## src/rtl/tw_reg_writer.sv

```systemverilog
module tw_reg_writer #(
  parameter int HALF_DIV = 125,
  parameter int ADDR_W   = 7,
  parameter int DATA_W   = 9
) (
  input  logic              clk,
  input  logic              rst,
  input  logic              req_valid,
  output logic              req_ready,
  input  logic [ADDR_W-1:0] req_addr,
  input  logic [DATA_W-1:0] req_data,
  output logic              ser_data,
  output logic              ser_clk,
  output logic              ser_latch
);

  localparam int FRAME_W = ADDR_W + DATA_W;
  localparam int CNT_W   = (HALF_DIV > 1) ? $clog2(HALF_DIV) : 1;
  localparam int BIT_W   = $clog2(FRAME_W);

  typedef enum logic [1:0] {S_IDLE, S_LOW, S_HIGH, S_LATCH} state_t;

  state_t             st;
  logic [CNT_W-1:0]   cnt;
  logic [BIT_W-1:0]   bit_idx;
  logic [FRAME_W-1:0] shreg;
  logic               sclk_q, sdat_q, slat_q;

  wire phase_end = (cnt == CNT_W'(HALF_DIV - 1));
  wire last_bit  = (bit_idx == BIT_W'(FRAME_W - 1));
  wire accept    = req_valid && req_ready;
  wire [FRAME_W-1:0] frame = {req_addr, req_data};

  assign req_ready = (st == S_IDLE);
  assign ser_data  = sdat_q;
  assign ser_clk   = sclk_q;
  assign ser_latch = slat_q;

  always_ff @(posedge clk) begin
    if (rst) begin
      st      <= S_IDLE;
      cnt     <= '0;
      bit_idx <= '0;
      shreg   <= '0;
      sclk_q  <= 1'b1;
      sdat_q  <= 1'b1;
      slat_q  <= 1'b0;
    end else begin
      if (st != S_IDLE) cnt <= phase_end ? '0 : cnt + 1'b1;
      case (st)
        S_IDLE: if (accept) begin
          shreg   <= frame;
          sdat_q  <= frame[FRAME_W-1];
          sclk_q  <= 1'b0;
          bit_idx <= '0;
          cnt     <= '0;
          st      <= S_LOW;
        end
        S_LOW: if (phase_end) begin
          sclk_q <= 1'b1;
          st     <= S_HIGH;
        end
        S_HIGH: if (phase_end) begin
          if (last_bit) begin
            slat_q <= 1'b1;
            st     <= S_LATCH;
          end else begin
            bit_idx <= bit_idx + 1'b1;
            shreg   <= shreg << 1;
            sdat_q  <= shreg[FRAME_W-2];
            sclk_q  <= 1'b0;
            st      <= S_LOW;
          end
        end
        S_LATCH: if (phase_end) begin
          slat_q <= 1'b0;
          sdat_q <= 1'b1;
          st     <= S_IDLE;
        end
        default: st <= S_IDLE;
      endcase
    end
  end

  assert_idle_parked_R7: assert property (@(posedge clk) disable iff (rst)
    req_ready |-> (ser_clk && ser_data && !ser_latch));

  assert_busy_after_accept_R8: assert property (@(posedge clk) disable iff (rst)
    (req_valid && req_ready) |=> !req_ready);

  assert_data_stable_high_R3: assert property (@(posedge clk) disable iff (rst)
    (ser_clk && $past(ser_clk) && !ser_latch && !$past(ser_latch) && !req_ready) |-> $stable(ser_data));

  assert_latch_clock_high_R5: assert property (@(posedge clk) disable iff (rst)
    ser_latch |-> ser_clk);

  assert_latch_low_in_shift_R6: assert property (@(posedge clk) disable iff (rst)
    !ser_clk |-> !ser_latch);

  assert_latch_only_busy_R8: assert property (@(posedge clk) disable iff (rst)
    $rose(ser_latch) |-> !req_ready);

endmodule

```

## config.mk

```make
export PLATFORM = sky130hd
export DESIGN_NAME = tw_reg_writer
export DESIGN_NICKNAME = d
export VERILOG_FILES = /design/src/rtl/tw_reg_writer.sv
export SDC_FILE = /design/constraint.sdc
export NUM_CORES = 1
export LEC_CHECK = 0
export BUFFER_PORTS_ARGS = -buffer_cell sky130_fd_sc_hd__buf_2
export CAP_MARGIN = 40
export CELL_PAD_IN_SITES_DETAIL_PLACEMENT = 1
export CELL_PAD_IN_SITES_GLOBAL_PLACEMENT = 2
export CORE_UTILIZATION = 34
export DETAILED_ROUTE_END_ITERATION = 10
export MAX_ROUTING_LAYER = met4
export PLACE_DENSITY_LB_ADDON = 0.05
export SLEW_MARGIN = 30
export SYNTH_ARGS = -nofsm -noshare
export SYNTH_HDL_FRONTEND = slang
export SYNTH_SLANG_ARGS = --single-unit
```

## constraint.sdc

```tcl
create_clock -name clk -period 2.3 [get_ports clk]
set_input_delay 0.115 -clock clk [delete_from_list [all_inputs] [get_ports clk]]
set_output_delay 0.115 -clock clk [all_outputs]
set_load 0.01 [all_outputs]
```

==> metrics.md <==
| Metric | Value |
|---|---|
| Maximum vdd drop | `0.258 mV` |
| Core Area | `4410 um2` |
| Synth Area in Simple Gates | `between 10% and 20%` |
| Setup bufs post-CTS | `0` |
| M1 WL | `between 2000 and 2500 um` |
| Largest family of logic cells by synthesized area | `compound AO/OA/AOI/OAI gates` |
| Number of synthesis warnings | `0` |
| Worst hold margin | `0.0737 ns` |
| Syn nets | `a little under 200` |
| Final #Nets | `around 220` |
| Via-to-Cell Ratio | `5.80` |
| CTS tree | `built` |
| Root Driver | `clkbuf_8` |
| Critical Path Start Type | `flip-flop` |
| Top Layer Used | `met4` |
| Die extent in x | `70.3 um` |
| Syn Inst Count | `~180` |
| Layout cells sized above 1 | `20.7%` |
| # rows | `24` |
| Required time of the critical path | `2.44 ns` |
| GR Util All Layers | `18.7%` |
| Register area share after synthesis | `39.1%` |
| Met3 WL | `119 um` |
| Total grt overflow | `0` |
| Area grow syn2layout | `16.3%` |
| Post-synth EDFFs | `0` |
| Antenna violations before repair | `0` |
| Flops & latches, synth | `31` |
| Detail Placement HPWL | `between 2000 and 3000 um` |
| Distinct cell type count after synthesis | `44` |
| Post-DR wirelength/cell | `16.6 um` |
| IO buf count | `22` |
| Worst Hold Class | `in -> reg` |
| Clk slew on worst S/H paths | `0.07 ns` |
| Commonest non-fill, non-tap cells in the layout | `dfxtp_1 (31), buf_2 (22), a21oi_1 (20)` |
| WHS Path Cells | `3` |
| Mux cell area share after synthesis | `between 10% and 20%` |
| Initial Util | `35.9%` |
| DRT Wirelength | `4140 um` |
| IO Pins | `23` |
| Commonest non-fill, non-tap cell in the layout | `dfxtp_1` |
| Worst-path maximum fanout | `16` |
| RSZ-0062 raised after global routing | `no` |
| Slew Limit Fails | `0` |
| Tcrit/Tclk final | `86.9%` |
| Die height | `70.3 um` |
| Async SR Flop Fraction | `0%` |
| First-pass GRT wire length | `7160 um` |
| Max Fclk | `500 MHz` |
| GPL Wtd Cong | `0.762` |
| Yosys top cell area share | `39.1%` |
| Final Hold Viols | `0` |
| Worst-margin pin slew | `about 0.66 ns` |
| Critical path class | `reg -> reg` |
| Reg2reg path depth | `5` |
| Mapped Area | `between 1500 and 2000 um2` |
| DRC | `0` |
| Pwr dens | `690 nW/um2` |
| Pleak | `0.000699 uW` |
| WL met2 | `around 1900 um` |
| H-tree depth | `2` |
| # setup viols final | `0` |
| Clock Skews | `0.00720 ns` |
| Num CTS Buffers | `5` |
| Drt first pass iters | `4` |
| Ys flop type | `dfxtp_1` |
| Area leader, netlist | `dfxtp_1` |
| Worst Path Arrival | `2.14 ns` |
| Diodes inserted | `0` |
| Avg Inst Size Synth | `8.96 um2` |
| Final ANT Viol Nets | `0` |
| Vias | `1449` |
| Drt initial violations | `23` |
| Die area | `a little under 5000 um2` |
| Cts repair resizes | `0` |
| Largest net degree at the start of global routing | `29` |
| Synth area leaders | `dfxtp_1 (39%), mux2i_1 (10%), a211oi_1 (7.1%)` |
| Clk buf depth | `2` |
| Relative slew slack | `56.2%` |
| # clock sinks | `31` |
| Post-cts hold buffer count | `0` |
| Vias in the first global route | `1427` |
| Synth Area in Compound Gates | `between 20% and 30%` |
| Adder-Cell Fraction of Synth Area | `2.37%` |
| Skew-Pair Late Insertion Delay | `0.28 ns` |
| Synth Area in XOR/XNOR | `0%` |
| Status | `completed` |
| Final setup TNS | `0 ns` |
| CP endpoint kind | `flip-flop` |
| Crit path time final | `2.00 ns` |
| MaxCap Viol Count | `0` |
final timing paths:
path	startpoint	slack (ns)	endpoint
max	bit_idx[0]	0.30	shreg[7]
min	req_data[0]	0.07	shreg[0]
max reg2reg	bit_idx[0]	0.30	shreg[7]
min reg2reg	shreg[0]	0.46	shreg[0]
worst max-delay path: stages (launching register included):
cell and delay, ns:
dfxtp_1 0.35, ha_1 0.24, and3_1 0.26, or3_4 0.45
a21oi_4 0.41, a211oi_1 0.15
where the power goes:
group          switching (uW)  total [uW]  internal (uW)
sequential               20.2         584            564
clock                     216         566            351
combinational            73.1         123           50.3
total                     309        1270            965
cells by family (layout without fill, tap and decap cells):
| group | Yosys count | count (layout) |
|---|---|---|
| adders and majority gates | 3 | 3 |
| and+or+nand+nor | 49 | 49 |
| muxes | 16 | 16 |
| AOI/OAI and AO/OA | 58 | 58 |
| DFF | 31 | 31 |
| buffers and inverters | 20 | 41 |
synthesized netlist by cell type, drive strengths merged (2+ instances only):
cell / number
nor2: 6
clkbuf: 7
nand4: 2
dfxtp: 31
o21ai: 3
and3: 3
nand3: 10
a211oi: 15
a21oi: 21
inv: 8
ha: 3
mux2i: 16
buf: 4
nor3: 5
o311a: 2
nand2: 12
or3: 5
o211a: 2
a31oi: 5
flip-flops by register name, indices dropped and copies added (netlist names):
name / flops
bit_idx: 4
ser_data: 1
ser_clk: 1
st: 2
shreg: 15
cnt: 7
ser_latch: 1
per-stage QoR:
step | instance area (um2) | power, uW | worst slack, ns | cells | util, %
2_1_floorplan | 1590 | 676 | 0.552 | 177 | -
4_1_cts | 1850 | 1290 | 0.284 | 250 | 41.8
3_5_place_dp | 1730 | 721 | 0.302 | 242 | 39.1
5_1_grt | 1850 | 1320 | 0.125 | 250 | 41.8
3_3_place_gp | 1730 | 716 | 0.344 | 242 | 39.1
6_report | 1850 | 1270 | 0.300 | 250 | 41.8
cell type report:
class | count | area [um2]
fillers | 531 | 2570
multi-input cells | 126 | 883
flip-flops and latches | 31 | 621
repair buffers | 24 | 125
clock buffers | 6 | 82.6
well taps | 52 | 65.1
clock inverters | 2 | 35.0
inverters | 9 | 33.8
routing by layer:
layer	vias to the layer above	global-route usage, %
li1	711	-
met1	708	24.7
met2	24	28.5
met3	6	3.46
met4	0	6.67
met5	-	-
(Power assumes the default switching activity.)
